===== config.mk =====
export PLATFORM = sky130hd
export DESIGN_NAME = halfrate_phase_gen
export DESIGN_NICKNAME = d
export VERILOG_FILES = /design/src/rtl/hpg_pkg.sv /design/src/rtl/hpg_phase_seq.sv /design/src/rtl/hpg_sel_stage.sv /design/src/rtl/hpg_out_drive.sv /design/src/rtl/halfrate_phase_gen.sv
export SDC_FILE = /design/constraint.sdc
export NUM_CORES = 1
export LEC_CHECK = 0
export ABC_AREA = 1
export BUFFER_PORTS_ARGS = -buffer_cell sky130_fd_sc_hd__buf_2
export CORE_AREA = 2 2 39 41
export DETAILED_ROUTE_END_ITERATION = 8
export DIE_AREA = 0 0 41 43
export GPL_TIMING_DRIVEN = 0
export HOLD_SLACK_MARGIN = 0.03
export REMOVE_ABC_BUFFERS = 1
export SLEW_MARGIN = 20
export SYNTH_ARGS = -nofsm -noshare
export SYNTH_HDL_FRONTEND = slang
export SYNTH_SLANG_ARGS = --single-unit
export TNS_END_PERCENT = 20

===== constraint.sdc =====
create_clock -name ref_clk -period 1.6 [get_ports ref_clk]
set_clock_uncertainty 0.1 [all_clocks]
set_input_delay 0.32 -clock ref_clk [delete_from_list [all_inputs] [get_ports ref_clk]]
set_output_delay 0.32 -clock ref_clk [all_outputs]
set_load 0.02 [all_outputs]

===== src/rtl/hpg_pkg.sv =====
package hpg_pkg;
    typedef enum logic [1:0] {
        PS_OFF    = 2'd0,
        PS_FIRST  = 2'd1,
        PS_SECOND = 2'd2
    } phase_e;
endpackage


===== src/rtl/hpg_phase_seq.sv =====
module hpg_phase_seq
    import hpg_pkg::*;
(
    input  logic   clk,
    input  logic   rst,
    input  logic   pd_n,
    output phase_e state_q,
    output phase_e state_d,
    output logic   cyc_start
);
    logic pd_q;

    // state register and power-down sample stage
    always_ff @(posedge clk) begin
        if (rst) begin
            pd_q    <= 1'b0;
            state_q <= PS_OFF;
        end else begin
            pd_q    <= pd_n;
            state_q <= state_d;
        end
    end

    // next-state decode: wake, half, wrap, sleep
    always_comb begin
        unique case (state_q)
            PS_OFF:    state_d = pd_q ? PS_FIRST  : PS_OFF;
            PS_FIRST:  state_d = pd_q ? PS_SECOND : PS_OFF;
            PS_SECOND: state_d = pd_q ? PS_FIRST  : PS_OFF;
            default:   state_d = PS_OFF;
        endcase
    end

    assign cyc_start = (state_d == PS_FIRST);

    // a first half is always followed by a second half or by parking
    a_r1_no_double_first: assert property (@(posedge clk) disable iff (rst)
        (state_q == PS_FIRST) |=> (state_q != PS_FIRST));
endmodule


===== src/rtl/hpg_sel_stage.sv =====
module hpg_sel_stage #(
    parameter int W = 4
) (
    input  logic         clk,
    input  logic         rst,
    input  logic [W-1:0] sel_in,
    input  logic         load,
    output logic [W-1:0] act_q,
    output logic [W-1:0] act_d
);
    logic [W-1:0] sel_q;

    always_ff @(posedge clk) begin
        if (rst) begin
            sel_q <= '0;
            act_q <= '0;
        end else begin
            sel_q <= sel_in;
            act_q <= act_d;
        end
    end

    always_comb act_d = load ? sel_q : act_q;
endmodule


===== src/rtl/hpg_out_drive.sv =====
module hpg_out_drive
    import hpg_pkg::*;
#(
    parameter int W = 4
) (
    input  logic         clk,
    input  logic         rst,
    input  phase_e       state_d,
    input  logic [W-1:0] act_d,
    output logic [W-1:0] out_q
);
    logic [W-1:0] out_d;
    logic         any_on;

    assign any_on = (act_d != '0);

    for (genvar g = 0; g < W; g++) begin : g_bit
        always_comb
            out_d[g] = any_on &&
                       (((state_d == PS_FIRST)  &&  act_d[g]) ||
                        ((state_d == PS_SECOND) && !act_d[g]));
    end

    always_ff @(posedge clk) begin
        if (rst) out_q <= '0;
        else     out_q <= out_d;
    end
endmodule


===== src/rtl/halfrate_phase_gen.sv =====
module halfrate_phase_gen
    import hpg_pkg::*;
#(
    parameter int N_OUT = 4
) (
    input  logic             ref_clk,
    input  logic             rst,
    input  logic [N_OUT-1:0] phase_sel,
    input  logic             pd_n,
    output logic [N_OUT-1:0] clk_out
);
    phase_e           state_q;
    phase_e           state_d;
    logic             cyc_start;
    logic [N_OUT-1:0] act_q;
    logic [N_OUT-1:0] act_d;

    hpg_phase_seq u_seq (
        .clk       (ref_clk),
        .rst       (rst),
        .pd_n      (pd_n),
        .state_q   (state_q),
        .state_d   (state_d),
        .cyc_start (cyc_start)
    );

    hpg_sel_stage #(.W(N_OUT)) u_sel (
        .clk    (ref_clk),
        .rst    (rst),
        .sel_in (phase_sel),
        .load   (cyc_start),
        .act_q  (act_q),
        .act_d  (act_d)
    );

    hpg_out_drive #(.W(N_OUT)) u_out (
        .clk     (ref_clk),
        .rst     (rst),
        .state_d (state_d),
        .act_d   (act_d),
        .out_q   (clk_out)
    );

    // second half is the complement of the first half
    a_r1_half_swap: assert property (@(posedge ref_clk) disable iff (rst)
        ((state_q == PS_SECOND) && (act_q != '0)) |-> (clk_out == ~$past(clk_out)));

    // in the first half each output equals its select bit
    for (genvar g = 0; g < N_OUT; g++) begin : g_chk
        a_r2_lead: assert property (@(posedge ref_clk) disable iff (rst)
            ((state_q == PS_FIRST) && (act_q != '0)) |-> (clk_out[g] == act_q[g]));
    end

    // all-zero active select keeps the bank low
    a_r3_quiet: assert property (@(posedge ref_clk) disable iff (rst)
        (act_q == '0) |-> (clk_out == '0));

    // the active select moves only at an output-cycle start
    a_r4_edge_only: assert property (@(posedge ref_clk) disable iff (rst)
        !$stable(act_q) |-> (state_q == PS_FIRST));

    // power-down sampled low parks outputs one edge later
    a_r5_park: assert property (@(posedge ref_clk) disable iff (rst)
        !$past(pd_n, 2) |-> (clk_out == '0));
endmodule


=== Word-level counts from Yosys, hierarchy flattened ===
Cells that the tools add are included.
Widths: inputs -> output; s select.

* Flip-flop bits (word level): 15
* Bits of input ports: 7
* Output and inout bits: 4

* Equality and inequality tests: 4
* Multiplexer cells: 4
* Reduce and logical (&&, ||, !) cells: 23

{| class="wikitable"
|+ Operator list
! cell !! count
|-
| $logic_and 1x1->1 || 12
|-
| $eq 2x1->1 const B || 2
|-
| $eq 2x2->1 const B || 2
|-
| $logic_not 1->1 || 4
|-
| $logic_or 1x1->1 || 4
|-
| $mux 4 || 1
|-
| $pmux 2 s2 || 1
|-
| $reduce_bool 4->1 || 1
|-
| $logic_not 2->1 || 1
|-
| $mux 2 || 1
|-
| $reduce_or 2->1 || 1
|-
| $mux 1 || 1
|}

=== Longest topological paths before layout ===
Gate-level depths: netlist of run 1.

* Word-level depth: 9
* Mapped depth: 6

=== Cells and area by module ===
From an unflattened synthesis of run 1, not the netlist that was laid out.

* Cell total of the unflattened synthesis: 91
* Area total of the unflattened synthesis: 604.3 um^2

{| class="wikitable"
|+ Modules (own cells, without submodules)
! module !! times used !! cells each !! area an instance (um^2) !! seq. area each (um^2)
|-
| hpg_sel_stage || 1 || 46 || 306.5 || 160.2
|-
| hpg_out_drive || 1 || 33 || 193.9 || 80.1
|-
| hpg_phase_seq || 1 || 12 || 103.8 || 60.1
|}

=== Least setup slack after synthesis of run 1 ===
Ideal clock, no wire load.

* Kind: flip-flop to flip-flop
* Start point: register u_seq.state_q[0]
* End point: register u_out.out_q[0]
* Setup time: 122 ps
* Arrival: 855 ps
* Data required time: 1378 ps
* Path slack: 523 ps
* Stages on the path, launching flop included: 7
* Path buffers: 0
* Period minus slack after synthesis: 1077 ps
* Cells stage by stage: dfxtp_1 inv_1 nand2_2 nand2_1 nand2_1 nor2_2 a21oi_1

* Word-level cells in the longest chain between the ends: 9

{| class="wikitable"
|+ Ends and longest elaborated chain
! what !! RTL line !! source
|-
| start, declared || hpg_phase_seq.sv:7 || <nowiki>output phase_e state_q,</nowiki>
|-
| start signal, assigned || hpg_phase_seq.sv:20 || <nowiki>state_q <= state_d;</nowiki>
|-
| $eq 2x2->1 or $logic_not 2->1 (tied branches) || hpg_phase_seq.sv:26 || <nowiki>unique case (state_q)</nowiki>
|-
| $reduce_or 2->1 (no line) || - ||
|-
| $pmux 2 s2 (*) || hpg_phase_seq.sv:26 ||
|-
| $eq 2x1->1 || hpg_phase_seq.sv:34, hpg_out_drive.sv:20 ||
|-
| $mux 4 || hpg_sel_stage.sv:23 || <nowiki>always_comb act_d = load ? sel_q : act_q;</nowiki>
|-
| $logic_not 1->1 || hpg_out_drive.sv:21 || <nowiki>((state_d == PS_SECOND) && !act_d[g]));</nowiki>
|-
| $logic_and 1x1->1 || hpg_out_drive.sv:21 ||
|-
| $logic_or 1x1->1 || hpg_out_drive.sv:20 || <nowiki>(((state_d == PS_FIRST) && act_d[g]) ||</nowiki>
|-
| $logic_and 1x1->1 (*) || hpg_out_drive.sv:19 || <nowiki>out_d[g] = any_on &&</nowiki>
|-
| end signal, assigned || hpg_out_drive.sv:26 || <nowiki>else out_q <= out_d;</nowiki>
|-
| end, declared || hpg_out_drive.sv:10 || <nowiki>output logic [W-1:0] out_q</nowiki>
|}

Mark *: on every way between the ends. The rest lies on a longest branch, timed or not.
A chain may end at the register's enable or synchronous reset.

=== Worst setup path after layout of run 1 ===
* Start point: register u_seq.state_q[0]
* End point: register u_out.out_q[3]

The elaborated chain is that of the path after synthesis.

==> flow_metrics.tcl, run 1 <==
set metrics [dict create \
    status "finished clean" \
    dp_cells 88 \
    ys_seq_area_frac 0.591 \
    min_from "pd_n" \
    grtUsageTotal 0.120 \
    placed_area_um2 574 \
    ys_ff_latch 15 \
    seqCellArea_um2 300 \
    cts_buffer_depth 2 \
    regToRegSetupSlack_ps 380 \
    cpMostUsedCell "nand2_1" \
    die-area_um2 1760 \
    setup_violations 0 \
    slew_viol_final 0 \
    routedWlPerCell_um 8.47 \
    diodes 0 \
    post_cts_resized 0 \
    antenna_found_initial 0 \
    swShare 0.222 \
    cts_buffers 3 \
    crit_required_ps 1660 \
    clk_pin_slew_ps 90 \
    worst_pin_slew_ps 203 \
    synth_edf_count 0 \
    ant_nets 0 \
    fin_ws_ps 380 \
    rsz0062_at_grt "false" \
    netlist_area_um2 508 \
    clk_latency_ps 270 \
    die_x_um 41 \
    hold_ws_ps 138 \
    fin_util 0.434 \
    stdcell_count 92 \
    cts_sinks 15 \
    max_slew_margin 0.865 \
    power_mw 0.641 \
    timing.setup.tns_ps 0 \
    min_to "u_seq.pd_q$_SDFF_PP0_" \
    seqPwrFrac 0.608 \
    synthTopCellsByArea "dfxtp_1, nand2_1, a21oi_1" \
    initial_core_util 0.367 \
    drt_wl_total_um 779 \
    yosysWarnings 0 \
    p_clk_frac 0.322 \
    port-buffer-count 10 \
    routed_via_density 4.62 \
    grt_pass1_wl_um 1410 \
    via_count 425 \
    grt_start_max_net_pins 13 \
    worstSetupStartpointType "flop" \
    p_leak_nw 0.315 \
    fmax_ghz 0.820 \
    drive_gt1_frac 0.211 \
    slowest_delay_ps 300 \
    die_h_um 43 \
    power.switching_mw 0.143 \
    min_path_cells 3 \
    design_area_um2 601 \
    synth.distinct_cells 9 \
    path_max_fanout 6 \
    ctsRootBufferMaster "clkbuf_4" \
    power_frac_comb 0.070 \
    cts_setup_buffers 0 \
    synth_top_area_frac 0.591 \
    path_delay_family "simple AND/OR/NAND/NOR gates" \
    hold_buffers 0 \
    num_rows 14 \
    grt_pass1_vias 377 \
    drc 0 \
    worstPathCellList "inv_1 > nand2_2 > nand2_1 > nand2_1 > nor2_2 > a21oi_1" \
    power.internal_mw 0.499 \
    nNetsFinal 84 \
    syn2layout_area_growth_pct 18.2 \
    yosys-top-cells-count "dfxtp_1, nand2_1, a21oi_1, nand3_1, nor2_1" \
    arrival_ps 1280 \
    cp-end-kind "flop" \
    place_ws_ps 383 \
    postSynthCellCount 63 \
    crit_type "flop to flop" \
    synth_ff_type "dfxtp_1" \
    cts-htree-levels 1 \
    period_minus_slack_ps 1220 \
    routabilityCongestion 0.674 \
    synth.avg_cell_area_um2 8.06 \
    drtIter0Drc 2 \
    fill_cells 137 \
    hpwl_um 596 \
    r2r-start "u_seq.state_q[0]$_SDFF_PP0_" \
    grt-ovfl-total 0 \
    maxCapViolCount 0 \
    vdd_drop_max_uv 402 \
    rr_worst_depth 6 \
    async_flop_share 0 \
    cp-startpoint "u_seq.state_q[0]$_SDFF_PP0_" \
    slowest_stage "dfxtp_1" \
    cts_tree "done" \
    hold_viol_final 0 \
    hold_class "primary input to flop" \
    multiInputGateArea_um2 178 \
    crit_buf_inv 1 \
    yosys.area.top_type "dfxtp_1" \
    synth.most_common_cell "dfxtp_1" \
    path_depth 6 \
    core-area_um2 1380 \
    power_density_nw_per_um2 1070 \
    dr.pass1.iters 4 \
    final.period_utilization 0.762 \
    num_io_pins 11 \
    r2r_end "u_out.out_q[3]$_SDFF_PP0_" \
]
-- logic make-up after synthesis --
kind of cell    after synthesis  synth area share
simple gates                 32             0.271
flops                        15             0.591
compound gates                8            0.0788
buf+inv                       8            0.0591
-- sequential cells by signal (all words and copies together), names as in the netlist --
register	count
u_sel.sel_q	4
u_seq.state_q	2
u_seq.pd_q	1
u_sel.act_q	4
u_out.out_q	4
-- power groups by stage --
stage	registers, mW	clock network [mW]	logic (mW)
6_report	0.390	0.207	0.0449
5_1_grt	0.392	0.235	0.0528
4_1_cts	0.390	0.215	0.0457
3_5_place_dp	0.399	0	0.0456
3_3_place_gp	0.399	0	0.0445
2_1_floorplan	0.400	0	0.0273
-- layer usage --
metal  GRT usage  part of all wire
met2       0.169              0.46
met5           0                 0
met3      0.0314             0.063
met1       0.144              0.46
met4       0.100             0.014
-- how the worst max path moves through the flow --
stage,endpoint,slack (ps)
floorplan,u_out.out_q[0]$_SDFF_PP0_,520
global placement,u_out.out_q[3]$_SDFF_PP0_,400
detailed placement,u_out.out_q[3]$_SDFF_PP0_,380
CTS,u_out.out_q[1]$_SDFF_PP0_,370
global route,u_out.out_q[2]$_SDFF_PP0_,230
finish,u_out.out_q[3]$_SDFF_PP0_,380
-- worst register-to-register path: stages, from the launching register on --
cell and delay [ps]:
dfxtp_1 300, inv_1 150, nand2_2 120, nand2_1 120, nand2_1 70, nor2_2 160, a21oi_1 90
-- area by class of cell --
type / instances / share of cell area
sequential: 15 / 0.500
multi-input combinational: 40 / 0.296
timing repair buffer: 10 / 0.0833
clock buffer: 4 / 0.0438
inverter: 7 / 0.0438
tap: 16 / 0.0333
-- cells in the final DEF, fill, tap and decap left out --
cell / n
a21oi_1: 8
buf_2: 10
clkbuf_1: 1
clkbuf_4: 3
dfxtp_1: 15
inv_1: 7
nand2_1: 13
nand2_2: 1
nand3_1: 8
nor2_1: 8
nor2_2: 2
Power figures use the tool's default switching activity.
==> run 2: changes to the inputs <==
- clock period: 1.6 -> 1.1 ns (I/O delays scaled with it)
==> run 2 against run 1 <==
Compared with the run above: routed wire length increased by 3.1%; highest routed layer unchanged; global-route usage increased by 0.20 points; power up 50%.
==> flow_metrics.tcl, run 2 (synthesis gave the netlist of run 1 again) <==
set metrics [dict create \
    status "finished clean" \
    crit_required_ps 1160 \
    grt_pass1_wl_um 1430 \
    port-buffer-count 10 \
    cts_sinks 15 \
    period_minus_slack_ps 1080 \
    crit_type "flop to flop" \
    die-area_um2 1760 \
    cp-end-kind "flop" \
    place_ws_ps -117 \
    ant_nets 0 \
    path_delay_family "simple AND/OR/NAND/NOR gates" \
    hpwl_um 596 \
    num_io_pins 11 \
    rsz0062_at_grt "true" \
    dr.pass1.iters 4 \
    num_rows 14 \
    grtUsageTotal 0.122 \
    via_count 429 \
    power_density_nw_per_um2 1380 \
    diodes 0 \
    drt_wl_total_um 803 \
    fmax_ghz 0.928 \
    worstSetupStartpointType "flop" \
    grt_pass1_vias 373 \
    hold_class "primary input to flop" \
    top_regs "u_out.out_q: 4 flops, u_sel.act_q: 4 flops, u_sel.sel_q: 4 flops" \
    maxCapViolCount 0 \
    cts_buffers 3 \
    clk_latency_ps 270 \
    nNetsFinal 86 \
    seqCellArea_um2 305 \
    drc 0 \
    routed_via_density 4.56 \
    fin_ws_ps 22.7 \
    met1_usage 0.151 \
    cts_tree "done" \
    worst_pin_slew_ps 205 \
    antenna_found_initial 0 \
    fin_util 0.503 \
    layout_commonest_cell "dfxtp_1" \
    met2_usage 0.169 \
    slew_viol_final 0 \
    die_h_um 43 \
    p_leak_nw 0.346 \
    die_x_um 41 \
    hold_viol_final 0 \
    fill_cells 122 \
    grt-ovfl-total 0 \
    syn2layout_area_growth_pct 36.9 \
    slowest_delay_ps 330 \
    final.period_utilization 0.979 \
    slowest_stage "dfxtp_2" \
    vdd_drop_max_uv 624 \
    routedWlPerCell_um 8.54 \
    max_slew_margin 0.863 \
    core-area_um2 1380 \
    cts_buffer_depth 2 \
    crit_buf_inv 1 \
    setup_violations 0 \
    drive_gt1_frac 0.359 \
    routabilityCongestion 0.674 \
    cts-htree-levels 1 \
    drtIter0Drc 5 \
    arrival_ps 1140 \
    grt_use_met3 0.0314 \
    worstPathCellList "inv_4 > nand2_8 > nand2_2 > nand2_1 > nor2_4 > a21oi_1" \
    grt_busiest_layer "met2" \
    clk_pin_slew_ps 80 \
    path_max_fanout 6 \
    grt_start_max_net_pins 13 \
    ctsRootBufferMaster "clkbuf_4" \
    initial_core_util 0.367 \
    multiInputGateArea_um2 238 \
    final_cell_mix "dfxtp_1, nand3_1, nor2_1, a21oi_1" \
]
==> run 2: changes by cell type in the layout (fill, tap and decap cells not counted), sizes merged <==
cell | previous run | this run
dlygate4sd3 | 0 | 1
buf | 10 | 11
==> run 2: metal layers <==
metal	vias to the layer above	share of wire
met5	-	0
met4	0	0.014
met2	11	0.49
met1	187	0.45
li1	229	-
met3	2	0.052
==> run 2: power breakdown <==
| part | switching [mW] | internal (mW) | total, mW | leakage, nW |
|---|---|---|---|---|
| Combinational | 0.0514 | 0.0367 | 0.0881 | 0.208 |
| Sequential | 0.0115 | 0.560 | 0.571 | 0.124 |
| Clock | 0.161 | 0.140 | 0.301 | 0.0150 |
==> run 2: cell type report <==
| class | instances | area share |
|---|---|---|
| Multi-Input combinational cell | 40 | 0.342 |
| Timing Repair Buffer | 12 | 0.112 |
| Inverter | 7 | 0.0414 |
| Clock buffer | 4 | 0.0378 |
| Sequential cell | 15 | 0.439 |
| Tap cell | 16 | 0.0288 |
==> run 2: worst register-to-register path, stage by stage (launching register included) <==
cell and delay, ps:
dfxtp_2 330, inv_4 90, nand2_8 80, nand2_2 80
nand2_1 80, nor2_4 120, a21oi_1 80
==> run 2: path summary, 6_finish.rpt <==
| path | endpoint | from | cells after the start | slack (ps) |
|---|---|---|---|---|
| hold reg to reg | u_sel.act_q[2]$_SDFF_PP0_ | u_sel.act_q[2]$_SDFF_PP0_ | 2 | 400 |
| setup reg to reg | u_out.out_q[3]$_SDFF_PP0_ | u_seq.state_q[0]$_SDFF_PP0_ | 6 | 20 |
| hold / removal | u_sel.sel_q[2]$_SDFF_PP0_ | phase_sel[2] | 3 | 40 |
| setup / recovery | u_out.out_q[3]$_SDFF_PP0_ | u_seq.state_q[0]$_SDFF_PP0_ | 6 | 20 |
==> run 2: timing repair <==
item                       CTS  global route
pin swaps                    6             2
hold endpoints to repair     1             0
resized for setup           12            12
setup endpoints to repair    4             8
hold buffers                 1             0
buffers inserted             1             0
==> run 2: per-stage QoR <==
stage | TNS [ps] | area, µm² | hold WS (ps) | instances | total power, mW
3_5_place_dp | -460 | 574 | 325 | 88 | 0.646
5_1_grt | -162 | 696 | 43.5 | 94 | 1.02
4_1_cts | -1.33 | 654 | 34.3 | 94 | 0.961
6_report | 0 | 696 | 40.5 | 94 | 0.960
2_1_floorplan | 0 | 504 | 189 | 62 | 0.621
3_3_place_gp | -382 | 574 | 319 | 88 | 0.644
